--- config.mk ---
export PLATFORM = sky130hd
export DESIGN_NAME = rx_frame_filter
export DESIGN_NICKNAME = d
export VERILOG_FILES = /design/src/rtl/rxf_pkg.sv /design/src/rtl/rxf_dewhiten.sv /design/src/rtl/rxf_crc16.sv /design/src/rtl/rxf_addr_match.sv /design/src/rtl/rx_frame_filter.sv
export SDC_FILE = /design/constraint.sdc
export NUM_CORES = 1
export LEC_CHECK = 0
export CORE_MARGIN = 4
export CORE_UTILIZATION = 60
export CTS_CLUSTER_SIZE = 25
export DETAILED_ROUTE_END_ITERATION = 8
export PLACE_DENSITY = 0.87
export SLEW_MARGIN = 20
export SYNTH_ARGS = -nofsm -noshare
export SYNTH_HDL_FRONTEND = slang
export SYNTH_SLANG_ARGS = --single-unit
--- constraint.sdc ---
create_clock -name clk -period 9.4 [get_ports clk]
set_input_delay 1.41 -clock clk [delete_from_list [all_inputs] [get_ports clk]]
set_output_delay 1.41 -clock clk [all_outputs]
set_load 0.02 [all_outputs]
--- src/rtl/rxf_pkg.sv ---
package rxf_pkg;
  typedef enum logic [2:0] {
    S_IDLE,
    S_LEN,
    S_ADDR,
    S_PAY,
    S_CRC_HI,
    S_CRC_LO
  } rxf_state_t;

  localparam logic [1:0] ADDR_OFF   = 2'b00;
  localparam logic [1:0] DCF_WHITEN = 2'b10;
endpackage

--- src/rtl/rxf_dewhiten.sv ---
module rxf_dewhiten #(
  parameter int LW  = 9,
  parameter int TAP = 5,
  parameter int DW  = 8
) (
  input  logic          clk,
  input  logic          rst,
  input  logic          load,
  input  logic          adv,
  output logic [DW-1:0] mask
);
  localparam logic [LW-1:0] SEED = {LW{1'b1}};

  logic [LW-1:0] st_q;
  logic [LW-1:0] st_nxt;

  always_comb begin
    logic [LW-1:0] s;
    logic          fb;
    s = st_q;
    for (int i = 0; i < DW; i++) begin
      mask[i] = s[0];
      fb      = s[0] ^ s[TAP];
      s       = {fb, s[LW-1:1]};
    end
    st_nxt = s;
  end

  always_ff @(posedge clk) begin
    if (rst || load) st_q <= SEED;
    else if (adv)    st_q <= st_nxt;
  end
endmodule

--- src/rtl/rxf_crc16.sv ---
module rxf_crc16 #(
  parameter int          CW   = 16,
  parameter int          DW   = 8,
  parameter logic [15:0] POLY = 16'h1021,
  parameter logic [15:0] INIT = 16'h1D0F
) (
  input  logic          clk,
  input  logic          rst,
  input  logic          clr,
  input  logic          en,
  input  logic [DW-1:0] din,
  output logic [CW-1:0] crc
);
  logic [CW-1:0] crc_nxt;

  always_comb begin
    logic [CW-1:0] c;
    logic          fb;
    c = crc;
    for (int i = DW - 1; i >= 0; i--) begin
      fb = c[CW-1] ^ din[i];
      c  = {c[CW-2:0], 1'b0};
      if (fb) c = c ^ POLY[CW-1:0];
    end
    crc_nxt = c;
  end

  always_ff @(posedge clk) begin
    if (rst || clr) crc <= INIT[CW-1:0];
    else if (en)    crc <= crc_nxt;
  end
endmodule

--- src/rtl/rxf_addr_match.sv ---
module rxf_addr_match #(
  parameter int DW = 8
) (
  input  logic [1:0]    mode,
  input  logic [DW-1:0] node,
  input  logic [DW-1:0] bcast,
  input  logic [DW-1:0] addr,
  output logic          hit
);
  import rxf_pkg::*;

  always_comb begin
    hit = (mode == ADDR_OFF) || (addr == node) || (mode[1] && (addr == bcast));
  end
endmodule

--- src/rtl/rx_frame_filter.sv ---
module rx_frame_filter #(
  parameter int DW  = 8,
  parameter int CW  = 16,
  parameter int LW  = 9,
  parameter int TAP = 5
) (
  input  logic          clk,
  input  logic          rst,
  input  logic          start,
  input  logic          byte_vld,
  input  logic [DW-1:0] byte_in,
  input  logic          cfg_var_len,
  input  logic [DW-1:0] cfg_len,
  input  logic [1:0]    cfg_addr_mode,
  input  logic [DW-1:0] cfg_node_addr,
  input  logic [DW-1:0] cfg_bcast_addr,
  input  logic [1:0]    cfg_dcfree,
  input  logic          cfg_crc_on,
  input  logic          cfg_crc_keep,
  input  logic          fifo_empty,
  output logic          fifo_wr,
  output logic [DW-1:0] fifo_wdata,
  output logic          fifo_flush,
  output logic          payload_ready,
  output logic          crc_ok
);
  import rxf_pkg::*;

  localparam logic [DW-1:0] ONE = DW'(1);

  rxf_state_t    state_q, state_d;
  logic [DW-1:0] left_q, left_d;
  logic [DW-1:0] chk_hi_q;
  logic [DW-1:0] mask, cur;
  logic [CW-1:0] crc;
  logic          dw_on, addr_on, take, addr_hit;
  logic          wr_d, flush_d, crc_en, set_rdy, set_ok, hi_ld;
  rxf_state_t    tail_st;

  rxf_dewhiten #(.LW(LW), .TAP(TAP), .DW(DW)) i_dewhiten (
    .clk (clk),
    .rst (rst),
    .load(start),
    .adv (take),
    .mask(mask)
  );

  rxf_crc16 #(.CW(CW), .DW(DW)) i_crc (
    .clk(clk),
    .rst(rst),
    .clr(start),
    .en (crc_en),
    .din(cur),
    .crc(crc)
  );

  rxf_addr_match #(.DW(DW)) i_addr (
    .mode (cfg_addr_mode),
    .node (cfg_node_addr),
    .bcast(cfg_bcast_addr),
    .addr (cur),
    .hit  (addr_hit)
  );

  assign dw_on   = (cfg_dcfree == DCF_WHITEN);
  assign addr_on = (cfg_addr_mode != ADDR_OFF);
  assign cur     = byte_in ^ (dw_on ? mask : '0);
  assign take    = byte_vld && !start && (state_q != S_IDLE);
  assign tail_st = cfg_crc_on ? S_CRC_HI : S_IDLE;

  always_comb begin
    state_d = state_q;
    left_d  = left_q;
    wr_d    = 1'b0;
    flush_d = 1'b0;
    crc_en  = 1'b0;
    set_rdy = 1'b0;
    set_ok  = 1'b0;
    hi_ld   = 1'b0;
    if (start) begin
      left_d  = cfg_len;
      state_d = cfg_var_len ? S_LEN : (addr_on ? S_ADDR : S_PAY);
    end else if (take) begin
      unique case (state_q)
        S_LEN: begin
          if (cur > cfg_len) begin
            flush_d = 1'b1;
            state_d = S_IDLE;
          end else begin
            wr_d   = 1'b1;
            crc_en = 1'b1;
            left_d = cur;
            if (cur == '0) begin
              state_d = tail_st;
              set_rdy = !cfg_crc_on;
            end else begin
              state_d = addr_on ? S_ADDR : S_PAY;
            end
          end
        end
        S_ADDR, S_PAY: begin
          if (state_q == S_ADDR && !addr_hit) begin
            flush_d = 1'b1;
            state_d = S_IDLE;
          end else begin
            wr_d   = 1'b1;
            crc_en = 1'b1;
            left_d = left_q - ONE;
            if (left_q == ONE) begin
              state_d = tail_st;
              set_rdy = !cfg_crc_on;
            end else begin
              state_d = S_PAY;
            end
          end
        end
        S_CRC_HI: begin
          hi_ld   = 1'b1;
          state_d = S_CRC_LO;
        end
        S_CRC_LO: begin
          state_d = S_IDLE;
          if ({chk_hi_q, cur} == ~crc) begin
            set_rdy = 1'b1;
            set_ok  = 1'b1;
          end else if (cfg_crc_keep) begin
            set_rdy = 1'b1;
          end else begin
            flush_d = 1'b1;
          end
        end
        default: state_d = S_IDLE;
      endcase
    end
  end

  always_ff @(posedge clk) begin
    if (rst) begin
      state_q       <= S_IDLE;
      left_q        <= '0;
      chk_hi_q      <= '0;
      fifo_wr       <= 1'b0;
      fifo_wdata    <= '0;
      fifo_flush    <= 1'b0;
      payload_ready <= 1'b0;
      crc_ok        <= 1'b0;
    end else begin
      state_q    <= state_d;
      left_q     <= left_d;
      fifo_wr    <= wr_d;
      fifo_flush <= flush_d;
      if (hi_ld) chk_hi_q   <= cur;
      if (wr_d)  fifo_wdata <= cur;
      if (set_rdy)         payload_ready <= 1'b1;
      else if (fifo_empty) payload_ready <= 1'b0;
      if (set_ok)                    crc_ok <= 1'b1;
      else if (set_rdy || fifo_empty) crc_ok <= 1'b0;
    end
  end
endmodule

## Yosys cells after proc, flatten, opt, wreduce, memory -nomap -nowiden

Index checks and enable logic that the tools add are counted.

- Memories: 0
- Flip-flop bits (word level): 56
- Memory bits (read-only): 0
- Latch bits: 0
- Logic and storage cells: 127
- Bits of input ports: 44
- Memory bits (writable): 0

- Shift-type cells: 0
- Eq/ne operators: 12
- Multiplexer cells: 54
- Div/mod/pow operators: 0
- Multipliers: 0
- Add/subtract/negate cells: 1
- Reductions and logical operators: 22
- Bitwise logic cells: 27
- $lt $le $gt $ge: 1

Operator list:

| cell | number |
|---|---|
| 13-bit two-way mux | 8 |
| 8-bit two-way mux | 5 |
| 1-bit two-way mux | 28 |
| 3-bit two-way mux | 8 |
| 3-bit NOT | 8 |
| 16-bit equality test | 1 |
| 8-bit equality test | 2 |
| 16-bit NOT | 1 |
| 8-bit case mux with 2 select lines | 1 |
| 1-bit bitwise XOR | 16 |
| 3-bit case mux with 3 select lines | 1 |
| 8-bit by 1-bit equality test with 1-bit output, second input constant | 1 |
| 8-bit > comparator | 1 |
| 8-bit zero test | 1 |
| 2-bit nonzero test | 4 |
| 8-bit by 1-bit subtractor with 8-bit output, second input constant | 1 |
| 8-bit bitwise XOR | 1 |
| 3-bit by 2-bit equality test with 1-bit output, second input constant | 2 |
| 3-bit equality test, second input constant | 2 |
| 3-bit inequality test, second input constant | 2 |
| 1-bit case mux with 3 select lines | 2 |
| 3-bit nonzero test | 2 |
| 1-bit logical AND | 4 |
| 1-bit logical OR | 4 |
| 9 further kinds | 11 |

## Longest topological paths before layout

Gate-level depths: netlist of the first run.

- Depth in word-level cells: 19
- Depth in mapped cells: 14
- Depth with buffers taken out: 12

## Hierarchy

From an unflattened synthesis of the first run, not the netlist that was laid out.

- Cells, all modules: 478
- Area, all modules: 4063.9 µm²

By module, submodules not included:

| module | area an instance (µm²) | cells an instance | times used |
|---|---|---|---|
| rx_frame_filter | 2656.3 | 323 | 1 |
| rxf_crc16 | 825.8 | 87 | 1 |
| rxf_dewhiten | 395.4 | 46 | 1 |
| rxf_addr_match | 186.4 | 22 | 1 |

## Worst setup path before layout of the first run

OpenSTA, ideal clock, no wires.

- Path type: input port to flip-flop
- From: in cfg_dcfree[0]
- To: reg fifo_wdata[1]
- Arrival time: 3936 ps
- Setup time: 80 ps
- Stages on the path: 14
- Buffers on the path: 3
- Setup slack: 5384 ps
- Path through: and3b_1 > buf_4 > xnor2_1 > inv_1 > ha_1 > nand4_1 > nor2_1 > a32oi_1 > o32ai_1 > or3_1 > buf_4 > and2_1 > buf_6 > a211oi_2

- Longest elaborated chain between the ends: 12
- Elaborated cells on any way between the ends: 16

RTL lines:

| element | line | RTL |
|---|---|---|
| start: declaration | rx_frame_filter.sv:17 | `input logic [1:0] cfg_dcfree,` |
| 2-bit equality test * | rx_frame_filter.sv:65 | `assign dw_on = (cfg_dcfree == DCF_WHITEN);` |
| 8-bit two-way mux * | rx_frame_filter.sv:67 | `assign cur = byte_in ^ (dw_on ? mask : '0);` |
| 8-bit bitwise XOR * | rx_frame_filter.sv:67 |  |
| named net cur[7] | rx_frame_filter.sv:34 | `logic [DW-1:0] mask, cur;` |
| branches (longest 6 deep; another with 8-bit > comparator) | - |  |
| 1-bit case mux with 2 select lines * | rx_frame_filter.sv:84 | `unique case (state_q)` |
| 1-bit two-way mux * | rx_frame_filter.sv:83 | `end else if (take) begin` |
| 1-bit two-way mux * | rx_frame_filter.sv:80 | `if (start) begin` |
| end signal: assignment | rx_frame_filter.sv:153 | `if (wr_d) fifo_wdata <= cur;` |
| end: declaration | rx_frame_filter.sv:22 | `output logic [DW-1:0] fifo_wdata,` |

Mark *: on every way through the listed nets, which the timed path passes.
A chain may end at the register's enable or synchronous reset.

## Worst setup path in the final report of the first run

- From: in cfg_dcfree[0]
- To: reg fifo_wdata[5]

- Longest elaborated chain between the ends: 12
- Elaborated cells on any way between the ends: 16

RTL lines:

| element | line |
|---|---|
| 2-bit equality test * | rx_frame_filter.sv:65 |
| 8-bit two-way mux * | rx_frame_filter.sv:67 |
| 8-bit bitwise XOR * | rx_frame_filter.sv:67 |
| named net cur[5] | rx_frame_filter.sv:34 |
| branches (longest 9 deep; another with 8-bit > comparator) | - |

Marks and branches as above.

==> flow_summary.toml, run 1 <==
[clock_network]
clock-sinks = 56
path_clk_slew_ns = 0.11
ctsResizeCount = 0
cts_tree = "built"
htree_levels = 2
cts.path.max_buffers = 2
cts_setup_buffers = 0
cts_buffers = 5
root_buffer = "clkbuf_8"
cts_hold_buf = 0
clock_latency_ns = 0.32

[logic_synthesis]
synth-warning-count = 0
synth-seq-area-share_pct = 28.8
yosysUniqueCellTypes = 68
syn_area_sq_um = 3900
synth_fp_nets = 498
synthArstFlopShare_pct = 0
synthTopCellsByCount = "dfxtp_1, xnor2_1, nor2_1, nand2_1, inv_1"
synth_area_leader_cell = "dfxtp_1"
synth_area_leaders = "dfxtp_1, xnor2_1, mux2i_1"
synth_top_area_share_pct = 28.8
syn_avg_cell_area_sq_um = 8.72
synth-edff-count = 0
yosysMostFrequentCell = "dfxtp_1"
ys_ff_latch = 56
ys.flop_type = "dfxtp_1"
synth_cells = 447

[routing]
wl_met3_microns = 695
met1_length_microns = 4360
vias = 3469
drc = 0
viasPerCell = 6.13
dr_wl_met2_microns = 4950
drt-total-wl_microns = 10400
dr.pass1.iters = 5
ant_nets = 0
top_layer = "met4"
wl_per_cell_microns = 18.3
initialDrtViolationCount = 217

[sta]
max-slew-margin-rel_pct = 41.5
fin_crit_ns = 5.29
setup_slack_ns = 4.11
finalMaxSlewViolations = 0
rsz0062_at_grt = "false"
setup_viol = 0
post-route-period-util_pct = 56.2
timing.fmax_mhz = 189
finalHoldViolations = 0
worst_pin_slew_ns = 0.875
setup_tns_ns = 0
finClkSkew_ns = 0.00993

[place]
place_congestion = 0.967
dp_slack_ns = 3.85
place_hpwl_microns = 7930
portBuffers = 55
dpl-instance-area_sq_um = 4470

[layout]
diodes = 0
synthToLayoutAreaGrowth_pct = 17.7
n_fill_cell = 487
final_cell_area_sq_um = 4590
drive_above_1_share_pct = 7.77
final_nets = 539

[grt]
grt_pass1_vias = 3420
grt_max_degree = 34
antenna_found_initial = 0
grtUsageTotal_pct = 27.0
gr-total-overflow = 0
grt_pass1_wl_microns = 16400

[min_path]
min_path_type = "flop to flop"

[power]
power_density_nw_per_um2 = 126
p_leak_nw = 1.79
peakVddDrop_mv = 0.109

[worst_setup_path]
cp-end-kind = "flop"
worstPathRequired_ns = 9.60
crit_path_start_kind = "primary input"
worst-path-max-fanout = 16
criticalPathCategory = "primary input to flop"
crit_arrival_ns = 5.48

[floorplanning]
die-width_microns = 88.6
die-area_sq_um = 7850
initial_core_util_pct = 61.8
core_area_sq_um = 6310
io_pins = 56
die_h_microns = 88.6
placement_rows = 29

[status]
status = "finished clean"

[job]
drv_cap = 0
[layer usage]
metal  up-vias  GRT usage, %
li1       1663             -
met5         -             0
met3        34          5.21
met4         0          11.3
met1      1630          33.8
met2       142          45.4
[cells by family after synthesis]
kind of cell	count (synthesis)	synth area share, %
simple gates	143	19.1
fa+ha+maj	8	2.54
xor+xnor	80	20.8
compound gates	93	18.8
buf+inv	49	5.46
mux	18	4.62
flops	56	28.8
[registers in the layout (all words and copies together), names as in the netlist]
register / count
chk_hi_q: 8
crc_ok: 1
fifo_flush: 1
fifo_wdata: 8
fifo_wr: 1
i_crc.crc: 16
i_dewhiten.st_q: 9
left_q: 8
payload_ready: 1
state_q: 3
[where the power goes]
group | switching (mW) | internal, mW | leakage (nW)
clock network | 0.0859 | 0.0804 | 0.0548
logic | 0.0891 | 0.0735 | 1.28
registers | 0.00540 | 0.242 | 0.455
total | 0.180 | 0.396 | 1.79
[per-stage QoR]
| stage | util, % | hold slack [ns] | power (mW) | std cells |
|---|---|---|---|---|
| 2_1_floorplan | - | 0.469 | 0.361 | 447 |
| 3_3_place_gp | 70.8 | 0.480 | 0.407 | 558 |
| 3_5_place_dp | 70.8 | 0.492 | 0.411 | 558 |
| 4_1_cts | 72.6 | 0.507 | 0.576 | 566 |
| 5_1_grt | 72.7 | 0.534 | 0.602 | 566 |
| 6_report | 72.7 | 0.507 | 0.576 | 566 |
[cell usage in the layout, fill, tap and decap left out, types with 16 or more instances in the layout]
| master | count |
|---|---|
| xor2_1 | 16 |
| clkdlybuf4s50_1 | 55 |
| a21oi_1 | 16 |
| mux2i_1 | 18 |
| a211oi_1 | 16 |
| inv_1 | 22 |
| dfxtp_1 | 56 |
| xnor2_1 | 55 |
| nor2_1 | 37 |
| nand2_1 | 36 |
[worst max-delay path, stage by stage]
cell             delay (ns)
clkdlybuf4s50_1        0.58
and3b_1                0.25
xnor2_2                0.47
inv_1                  0.10
ha_1                   0.31
a21o_1                 0.17
a21o_1                 0.17
a21oi_1                0.21
nand2_1                0.08
o32ai_1                0.57
or3_1                  0.55
and2_1                 0.47
a211oi_2               0.13
[path summary, 6_finish.rpt]
kind / from / end / slack [ns] / cells past startpoint
max reg2reg: i_dewhiten.st_q[6] / fifo_wdata[5] / 5.34 / 11
min: left_q[5] / left_q[5] / 0.51 / 2
max: cfg_dcfree[0] / fifo_wdata[5] / 4.11 / 13
min reg2reg: left_q[5] / left_q[5] / 0.51 / 2
[area by class of cell]
class	instances	area, sq um	share of cell area [%]
Sequential cell	56	1120	24.4
Clock buffer	5	68.8	1.50
Tap cell	77	96.3	2.10
Multi-Input combinational cell	342	2580	56.3
Timing Repair Buffer	60	588	12.8
Clock inverter	3	46.3	1.01
Inverter	23	86.3	1.88
Note: power is estimated with default switching activity, not from simulation.
==> run 2, diff against run 1 <==
Settings changed: CORE_UTILIZATION 60 to 50, PLACE_DENSITY 0.87 to 0.77.
Clock period 9.4 ns to 4.8 ns, I/O delays scaled along.
==> run 2 against run 1 <==
Against the previous run: clock skew rose by 0.0040 ns; power rose by 87%; largest cell class unchanged; combinational power rose by 99%; critical path type unchanged.
==> flow_summary.toml, run 2 (synthesis gave the netlist of run 1 again) <==
[status]
status = "finished clean"

[clock_network]
clock-sinks = 56
root_buffer = "clkbuf_8"
cts_hold_buf = 0
cts_setup_buffers = 0
clock_latency_ns = 0.32
cts_tree = "built"
htree_levels = 2
path_clk_slew_ns = 0.11
ctsResizeCount = 0
cts_buffers = 5
cts.path.max_buffers = 2

[worst_setup_path]
cp-end-kind = "flop"
crit_path_start_kind = "primary input"
r2r_start = "i_dewhiten.st_q[6]"
cp_top_family = "simple AND/OR/NAND/NOR gates"
critical-path-slowest-cell = "clkdlybuf4s50_1"
crit_chain = "clkdlybuf4s50_1 > nand3b_1 > xnor2_1 > inv_1 > ha_1 > a21o_1 > a21oi_1 > nand2_1 > o32ai_1 > buf_4 > or3_1 > and2_1 > a211oi_2"
worst-path-max-fanout = 9
criticalPathCategory = "primary input to flop"
crit_start = "cfg_dcfree[1]"
path_buf_inv = 3
crit_arrival_ns = 4.53
worstPathRequired_ns = 4.98
slowest_delay_ns = 0.59

[sta]
finClkSkew_ns = 0.0140
fin_crit_ns = 4.35
finalHoldViolations = 0
post-route-period-util_pct = 90.6
setup_tns_ns = 0
worst_pin_slew_ns = 0.746
setup_viol = 0
finalMaxSlewViolations = 0
setup_slack_ns = 0.453
timing.fmax_mhz = 230
max-slew-margin-rel_pct = 50.2
rsz0062_at_grt = "false"

[floorplanning]
die_h_microns = 96.3
initial_core_util_pct = 52.6
io_pins = 56
core_area_sq_um = 7410
die-area_sq_um = 9270
die-width_microns = 96.3
placement_rows = 31

[routing]
vias = 3385
drt-total-wl_microns = 10100
drc = 0
initialDrtViolationCount = 179
viasPerCell = 5.70
wl_per_cell_microns = 16.9
ant_nets = 0
dr.pass1.iters = 4

[place]
place_congestion = 0.919
dp_slack_ns = 0.201
portBuffers = 55
placed_cells = 586
place_hpwl_microns = 7810

[grt]
gr-total-overflow = 0
grtUsageTotal_pct = 22.8
grt_max_degree = 34
grt_pass1_wl_microns = 16200
antenna_found_initial = 0
grt_pass1_vias = 3357

[min_path]
min_path_type = "flop to flop"
min-delay-start = "left_q[5]"

[layout]
diodes = 0
layoutNonFillerInstCount = 594
largest_reg_flops = 16
n_fill_cell = 637
synthToLayoutAreaGrowth_pct = 19.3
final_common_cell = "dfxtp_1"
final_cell_mix = "dfxtp_1, xnor2_1, clkdlybuf4s50_1, nor2_1, nand2_1"
largest_register = "i_crc.crc"
reg.largest.list = "i_crc.crc: 16 flops, i_dewhiten.st_q: 9 flops"
final_nets = 545
drive_above_1_share_pct = 8.89

[power]
power_density_nw_per_um2 = 232
peakVddDrop_mv = 0.157
p_leak_nw = 1.81

[job]
drv_cap = 0
==> run 2: cell count changes in the layout (fill, tap and decap cells not counted), sizes merged <==
| cell | before | now |
|---|---|---|
| inv | 23 | 22 |
| clkinvlp | 1 | 2 |
| clkinv | 1 | 2 |
| bufinv | 1 | 0 |
| buf | 5 | 11 |
==> run 2: area by class of cell <==
| cell class | instances | area, sq um | share of cell area, % |
|---|---|---|---|
| multi-input cells | 342 | 2580 | 55.5 |
| flip-flops and latches | 56 | 1120 | 24.1 |
| repair buffers | 66 | 646 | 13.9 |
| well taps | 99 | 124 | 2.66 |
| inverters | 23 | 86.3 | 1.86 |
| clock buffers | 5 | 68.8 | 1.48 |
| clock inverters | 3 | 23.8 | 0.511 |
==> run 2: final timing paths <==
path                                 endpoint  slack (ns)  cells past startpoint
worst min register to register      left_q[5]        0.51                      2
worst max-delay path            fifo_wdata[1]        0.45                     13
worst max register to register  fifo_wdata[1]        1.03                     12
worst min-delay path                left_q[5]        0.51                      2
==> run 2: worst reg2reg max path, cell delays in order (launching register included) <==
cell	delay, ns
dfxtp_1	0.44
nand3b_1	0.27
xnor2_1	0.49
inv_1	0.24
ha_1	0.35
a21o_1	0.16
a21oi_1	0.23
nand2_1	0.08
o32ai_1	0.26
buf_4	0.19
or3_1	0.33
and2_1	0.46
a211oi_2	0.12
==> run 2: per-stage QoR <==
stage,utilization [%],power [mW],hold WS [ns],instance area [sq um]
finish,62.8,1.08,0.506,4650
global route,62.8,1.13,0.534,4650
CTS,62.7,1.09,0.511,4650
detailed placement,61.5,0.814,0.495,4560
global placement,61.5,0.808,0.484,4560
floorplan,-,0.707,0.469,3900
==> run 2: routing by layer <==
metal	up-vias	GRT usage (%)	part of all wire, %
met3	10	3.21	5.8
li1	1678	-	-
met5	-	0	0
met4	0	7.59	1.6
met2	88	38.4	48
met1	1609	29.8	44
==> run 2: where the power goes <==
part,internal (mW),leakage [nW],switching (mW)
Sequential,0.474,0.455,0.0104
Combinational,0.150,1.32,0.173
Clock,0.104,0.0404,0.167
